`src/rtl/tmr_chan_pkg.sv`:
```
package tmr_chan_pkg;

  // Configuration word layout (bit positions within byte lane 0)
  localparam int CFG_PERIODIC_BIT = 0;
  localparam int CFG_ARM_BIT      = 1;
  localparam int LANE_W           = 8;

  typedef struct packed {
    logic arm;
    logic periodic;
  } chan_cfg_t;

endpackage

```
`src/rtl/tmr_cfg_reg.sv`:
```
module tmr_cfg_reg
  import tmr_chan_pkg::*;
(
  input  logic       clk,
  input  logic       rst,
  input  logic       cfg_we_i,
  input  logic       lane0_en_i,
  input  logic [1:0] cfg_bits_i,
  input  logic       cmp_we_i,
  output chan_cfg_t  cfg_q_o,
  output chan_cfg_t  cfg_d_o
);

  chan_cfg_t cfg_q;
  chan_cfg_t cfg_d;

  always_comb begin
    cfg_d = cfg_q;
    if (cfg_we_i && lane0_en_i) begin
      cfg_d.periodic = cfg_bits_i[CFG_PERIODIC_BIT];
      cfg_d.arm      = cfg_bits_i[CFG_ARM_BIT];
    end
    // any comparator write disarms, winning over a same-cycle config write
    if (cmp_we_i) cfg_d.arm = 1'b0;
  end

  always_ff @(posedge clk) begin
    if (rst) cfg_q <= '0;
    else     cfg_q <= cfg_d;
  end

  assign cfg_q_o = cfg_q;
  assign cfg_d_o = cfg_d;

  // the arming bit never survives a comparator write
  p_arm_cleared_r7: assert property (@(posedge clk) disable iff (rst)
    cmp_we_i |=> !cfg_q_o.arm);

endmodule

```
`src/rtl/tmr_cmp_reg.sv`:
```
module tmr_cmp_reg
  import tmr_chan_pkg::*;
#(
  parameter  int CNT_W = 32,
  localparam int LANES = CNT_W / LANE_W
) (
  input  logic             clk,
  input  logic             rst,
  input  logic             cmp_we_i,
  input  logic [CNT_W-1:0] wdata_i,
  input  logic [LANES-1:0] wbe_i,
  input  chan_cfg_t        cfg_q_i,
  input  logic             periodic_next_i,
  input  logic             advance_i,
  output logic [CNT_W-1:0] cmp_o,
  output logic [CNT_W-1:0] per_o
);

  logic [CNT_W-1:0] cmp_q, cmp_d;
  logic [CNT_W-1:0] per_q, per_d;
  logic [CNT_W-1:0] base;
  logic [CNT_W-1:0] merged;

  // the write lands on the period in periodic mode, on the compare value otherwise
  assign base = cfg_q_i.periodic ? per_q : cmp_q;

  for (genvar g = 0; g < LANES; g++) begin : g_lane
    assign merged[g*LANE_W +: LANE_W] =
      wbe_i[g] ? wdata_i[g*LANE_W +: LANE_W] : base[g*LANE_W +: LANE_W];
  end

  always_comb begin
    cmp_d = cmp_q;
    per_d = per_q;
    if (cmp_we_i) begin
      if (cfg_q_i.periodic) begin
        per_d = merged;
        if (cfg_q_i.arm) cmp_d = merged;
      end else begin
        cmp_d = merged;
      end
    end else if (advance_i) begin
      // counter equals compare value at a match: next step is one period ahead
      cmp_d = cmp_q + per_q;
    end
    if (!periodic_next_i) per_d = '0;
  end

  always_ff @(posedge clk) begin
    if (rst) begin
      cmp_q <= '1;
      per_q <= '0;
    end else begin
      cmp_q <= cmp_d;
      per_q <= per_d;
    end
  end

  assign cmp_o = cmp_q;
  assign per_o = per_q;

  // outside periodic mode the period register holds zero
  p_period_zero_r8: assert property (@(posedge clk) disable iff (rst)
    !cfg_q_i.periodic |-> (per_q == '0));

  // a one-shot write with no lane enabled leaves the compare value alone
  p_no_lane_no_change_r4: assert property (@(posedge clk) disable iff (rst)
    (cmp_we_i && !cfg_q_i.periodic && (wbe_i == '0)) |=> $stable(cmp_q));

endmodule

```
`src/rtl/tmr_match.sv`:
```
module tmr_match #(
  parameter int CNT_W = 32
) (
  input  logic             clk,
  input  logic             rst,
  input  logic [CNT_W-1:0] count_i,
  input  logic             count_en_i,
  input  logic [CNT_W-1:0] cmp_i,
  output logic             match_o,
  output logic             fire_o
);

  logic fire_q;

  assign match_o = count_en_i && (count_i == cmp_i);

  always_ff @(posedge clk) begin
    if (rst) fire_q <= 1'b0;
    else     fire_q <= match_o;
  end

  assign fire_o = fire_q;

  // no strobe follows an edge with the count stopped
  p_no_fire_disabled_r3: assert property (@(posedge clk) disable iff (rst)
    !count_en_i |=> !fire_o);

endmodule

```
`src/rtl/cmp_timer_channel.sv`:
```
module cmp_timer_channel
  import tmr_chan_pkg::*;
#(
  parameter  int CNT_W = 32,
  localparam int LANES = CNT_W / LANE_W
) (
  input  logic             clk,
  input  logic             rst,
  input  logic [CNT_W-1:0] count_i,
  input  logic             count_en_i,
  input  logic             cfg_we_i,
  input  logic             cmp_we_i,
  input  logic [CNT_W-1:0] wdata_i,
  input  logic [LANES-1:0] wbe_i,
  output logic             fire_o,
  output logic [CNT_W-1:0] cmp_o,
  output logic [CNT_W-1:0] period_o,
  output logic [1:0]       cfg_o
);

  chan_cfg_t        cfg_q;
  chan_cfg_t        cfg_d;
  logic             match;
  logic             advance;
  logic [CNT_W-1:0] cmp_val;
  logic [CNT_W-1:0] per_val;

  tmr_cfg_reg u_cfg (
    .clk        (clk),
    .rst        (rst),
    .cfg_we_i   (cfg_we_i),
    .lane0_en_i (wbe_i[0]),
    .cfg_bits_i (wdata_i[1:0]),
    .cmp_we_i   (cmp_we_i),
    .cfg_q_o    (cfg_q),
    .cfg_d_o    (cfg_d)
  );

  tmr_match #(.CNT_W(CNT_W)) u_match (
    .clk        (clk),
    .rst        (rst),
    .count_i    (count_i),
    .count_en_i (count_en_i),
    .cmp_i      (cmp_val),
    .match_o    (match),
    .fire_o     (fire_o)
  );

  // a comparator write in the same cycle takes priority over stepping
  assign advance = match && cfg_q.periodic && !cmp_we_i;

  tmr_cmp_reg #(.CNT_W(CNT_W)) u_cmp (
    .clk             (clk),
    .rst             (rst),
    .cmp_we_i        (cmp_we_i),
    .wdata_i         (wdata_i),
    .wbe_i           (wbe_i),
    .cfg_q_i         (cfg_q),
    .periodic_next_i (cfg_d.periodic),
    .advance_i       (advance),
    .cmp_o           (cmp_val),
    .per_o           (per_val)
  );

  assign cmp_o    = cmp_val;
  assign period_o = per_val;
  assign cfg_o    = cfg_q;

  // a periodic match moves the compare value exactly one period on
  p_periodic_step_r9: assert property (@(posedge clk) disable iff (rst)
    (count_en_i && (count_i == cmp_o) && cfg_o[0] && !cmp_we_i)
      |=> (cmp_o == CNT_W'($past(cmp_o) + $past(period_o))));

  // a one-shot match keeps the compare value
  p_oneshot_hold_r10: assert property (@(posedge clk) disable iff (rst)
    (count_en_i && (count_i == cmp_o) && !cfg_o[0] && !cmp_we_i)
      |=> $stable(cmp_o));

endmodule

```
`config.mk`:
```
export PLATFORM = sky130hd
export DESIGN_NAME = cmp_timer_channel
export DESIGN_NICKNAME = d
export VERILOG_FILES = /design/src/rtl/tmr_chan_pkg.sv /design/src/rtl/tmr_cfg_reg.sv /design/src/rtl/tmr_cmp_reg.sv /design/src/rtl/tmr_match.sv /design/src/rtl/cmp_timer_channel.sv
export SDC_FILE = /design/constraint.sdc
export NUM_CORES = 1
export LEC_CHECK = 0
export ABC_AREA = 1
export CAP_MARGIN = 40
export CORE_MARGIN = 2
export CORE_UTILIZATION = 52
export DETAILED_ROUTE_END_ITERATION = 10
export PLACE_DENSITY = 0.82
export SETUP_SLACK_MARGIN = 0.5
export SKIP_CTS_REPAIR_TIMING = 1
export SYNTH_ARGS = -nofsm -noshare
export SYNTH_HDL_FRONTEND = slang
export SYNTH_SLANG_ARGS = --single-unit
```
`constraint.sdc`:
```
create_clock -name clk -period 2.2 [get_ports clk]
set_input_delay 0.22 -clock clk [delete_from_list [all_inputs] [get_ports clk]]
set_output_delay 0.22 -clock clk [all_outputs]
set_load 0.02 [all_outputs]
```
==> out/results.tsv <==
stage	metric	value	unit
timing	worst setup margin	131	ps
setup_path	critical path required time	2430	ps
power_and_ir_drop	Reg power frac	0.278	
synthesis	top cells by area, synth	nand2_1, dfxtp_1, inv_1	
layout	fillers	918	
floorplan	die height	115	um
timing	Tmin final	2070	ps
floorplan	DIE AREA	0.0131	mm2
setup_path	CP startpoint	u_cmp.per_o[0]	
placed_design	pre-CTS WS	71.3	ps
floorplan	Core Region	0.0120	mm2
setup_path	reg-to-reg startpoint	u_cmp.per_o[0]	
synthesis	#FFs+latches synth	67	
floorplan	IO Count	140	
power_and_ir_drop	Peak VDD IR	371	uV
synthesis	post-synthesis sequential area ratio	0.211	
timing	Relative slew margins	0.664	
synthesis	synthesized area per cell	5.54	um2
clocking	cts bufs inserted	9	
timing	hold_ws	531	ps
timing	final max-slew violation count	0	
route	via count	8575	
worst_hold_path	Min-Delay Path Class	in -> reg	
clocking	CTS tree	done	
clocking	clock tree buffer depth	2	
synthesis	most area-hungry cell type in the Yosys netlist	nand2_1	
clocking	worst skew pair latency	340	ps
setup_path	R2R setup slack	130	ps
placed_design	IO buf count	139	
synthesis	top cells by count, synth	nand2_1, inv_1, o21ai_0, nand3_1, a21oi_1	
route	First-pass DRT Iterations	7	
global_route	GRT Overall Usage	0.401	
synthesis	Post-Syn Instances	1147	
layout	area growth from synthesis to layout	48.3	%
timing	Final period util	0.940	
route	drt wl/cell	18.8	um
timing	Worst Max-Slew Pin Slew	504	ps
setup_path	worst r2r path cells	12	
setup_path	CP Max Fanout	4	
layout	Core Util, Final	0.788	
route	total wire length	27600	um
floorplan	die extent in x	115	um
power_and_ir_drop	PD cells	539	mW/mm2
synthesis	Synth top area share	0.239	
setup_path	WS Path Type	reg -> reg	
setup_path	Worst setup EP type	register	
flow_run	max-capacitance violation count	0	
layout	antenna cells	0	
clocking	H-tree levels	3	
global_route	grt total ovfl	0	
power_and_ir_drop	total power	5090	uW
layout	NumNets Final	1420	
power_and_ir_drop	combinational share of power	0.392	
power_and_ir_drop	Power Internal	3210	uW
route	vias per cell	5.85	
synthesis	Post-Synthesis Cell Area	0.00636	mm2
power_and_ir_drop	clock network power share	0.330	
synthesis	ys flop type	dfxtp_1	
timing	Fin. Hold Viols	0	
power_and_ir_drop	leakage	0.00475	uW
setup_path	slowest cell on the critical path	fa_2	
synthesis	Synthesized Nets	1252	
global_route	global-route wire length before repair	40100	um
route	drt drc	0	
synthesis	Synth Warn #	0	
clocking	clock root buffer	clkbuf_16	
global_route	pin count of the biggest net entering global routing	57	
clocking	Worst-path clk slew	60	ps
timing	unrepaired setup endpoints after global routing	yes	
setup_path	cells along the critical path	ha_4 -> fa_2 -> nand2_2 -> nand3_2 -> nand3_2 -> nand2_2 -> buf_4 -> xor2_1 -> nand2_1 -> o21ai_0 -> nand2_1 -> nand3_1	
status	outcome	finished, final reports clean	
synthesis	Cell variety after synth	36	
power_and_ir_drop	Net Switching	1870	uW
setup_path	slowest stage delay, CP	450	ps
floorplan	Core Rows	40	
power_and_ir_drop	Net Sw Frac	0.368	
timing	Fin Setup TNS	0	ps
timing	endpoints failing setup	0	
setup_path	Worst EP arrival	2300	ps
global_route	initial antenna violation count	0	
route	Initial DRC Count	1138	
synthesis	Post-synth EDFFs	0	
synthesis	count leader, synth	nand2_1	
layout	multi-input logic area	0.00483	mm2
layout	layout cell share with drive strength beyond 1	0.205	
setup_path	Startpoint Class	register	
layout	register area	0.00145	mm2
timing	Final Skew	7.10	ps
global_route	vias in the first global route	7815	
placed_design	HPWL after DPL	21100	um
synthesis	Synth async-reset ratio	0	
floorplan	Initial Util	0.531	
timing	Max Fclk	483	MHz
clocking	clk sinks	67	
setup_path	critical path endpoint	u_cmp.cmp_o[8]	
setup_path	RR Endpoint	u_cmp.cmp_o[8]	
placed_design	Placer Congestion	1.02	
route	Antenna Nets Post-Route	0	
power by group through the flow:
stage	Clock (uW)	Combinational (uW)	Sequential, uW
global placement	0	1710	1420
floorplan	0	941	1480
detailed placement	0	1720	1420
finish	1680	1990	1410
global route	1710	2150	1410
CTS	1670	1740	1400
sequential cells by signal, summed over array words and instances, names as in the netlist:
| register | count |
|---|---|
| u_cmp.per_o | 32 |
| u_cmp.cmp_o | 32 |
| u_cfg.cfg_q_o | 2 |
| u_match.fire_o | 1 |
critical path, delay by kind of cell (launching register included):
family,cells,cell delay [ps]
fa+ha+maj,2,630
simple gates,7,570
flops,1,360
buf+inv,1,140
xor+xnor,1,130
compound gates,1,120
cells in the final DEF, fill, tap and decap left out, types with 28 or more instances in the layout:
master	n
nand2_2	32
inv_1	160
nand4_1	28
dfxtp_2	38
clkdlybuf4s50_1	134
o21ai_0	100
buf_4	37
a21oi_1	71
nor2_1	52
nand3_1	75
nand2_1	371
worst min path at each step:
stage / from / endpoint / slack, ps / cells past startpoint
2_1_floorplan: wdata_i[1] / u_cfg.cfg_q_o[1] / 400 / 2
5_1_grt: wdata_i[1] / u_cfg.cfg_q_o[1] / 550 / 3
3_3_place_gp: u_cmp.cmp_o[2] / u_cmp.cmp_o[2] / 500 / 2
6_report: wdata_i[1] / u_cfg.cfg_q_o[1] / 530 / 3
4_1_cts: wdata_i[1] / u_cfg.cfg_q_o[1] / 520 / 3
3_5_place_dp: u_cmp.cmp_o[7] / u_cmp.cmp_o[7] / 520 / 2
layer usage:
metal	routed length [um]	vias to the layer above	GRT usage
li1	-	4014	-
met1	10500	3808	0.499
met2	12300	606	0.649
met3	2890	147	0.0688
met4	1970	0	0.239
met5	0	-	0
kinds of logic after synthesis:
family,count (synthesis),synth area share
AO/OA/AOI/OAI,194,0.157
XOR/XNOR,14,0.0193
adder cells (fa/ha/maj),32,0.0642
buffers and inverters,214,0.133
flip-flops,67,0.211
AND/OR/NAND/NOR,626,0.415
cell type report:
class	instances	area share
Clock inverter	3	0.00716
Timing Repair Buffer	191	0.206
Clock buffer	13	0.0297
Inverter	180	0.0722
Sequential cell	67	0.153
Tap cell	147	0.0195
Multi-Input combinational cell	866	0.512
stage by stage:
stage | cell area (um2) | std cells
2_1_floorplan | 6560 | 1147
3_3_place_gp | 8370 | 1446
3_5_place_dp | 8400 | 1447
4_1_cts | 8750 | 1463
5_1_grt | 9430 | 1467
6_report | 9430 | 1467
Power figures use the tool's default switching activity.
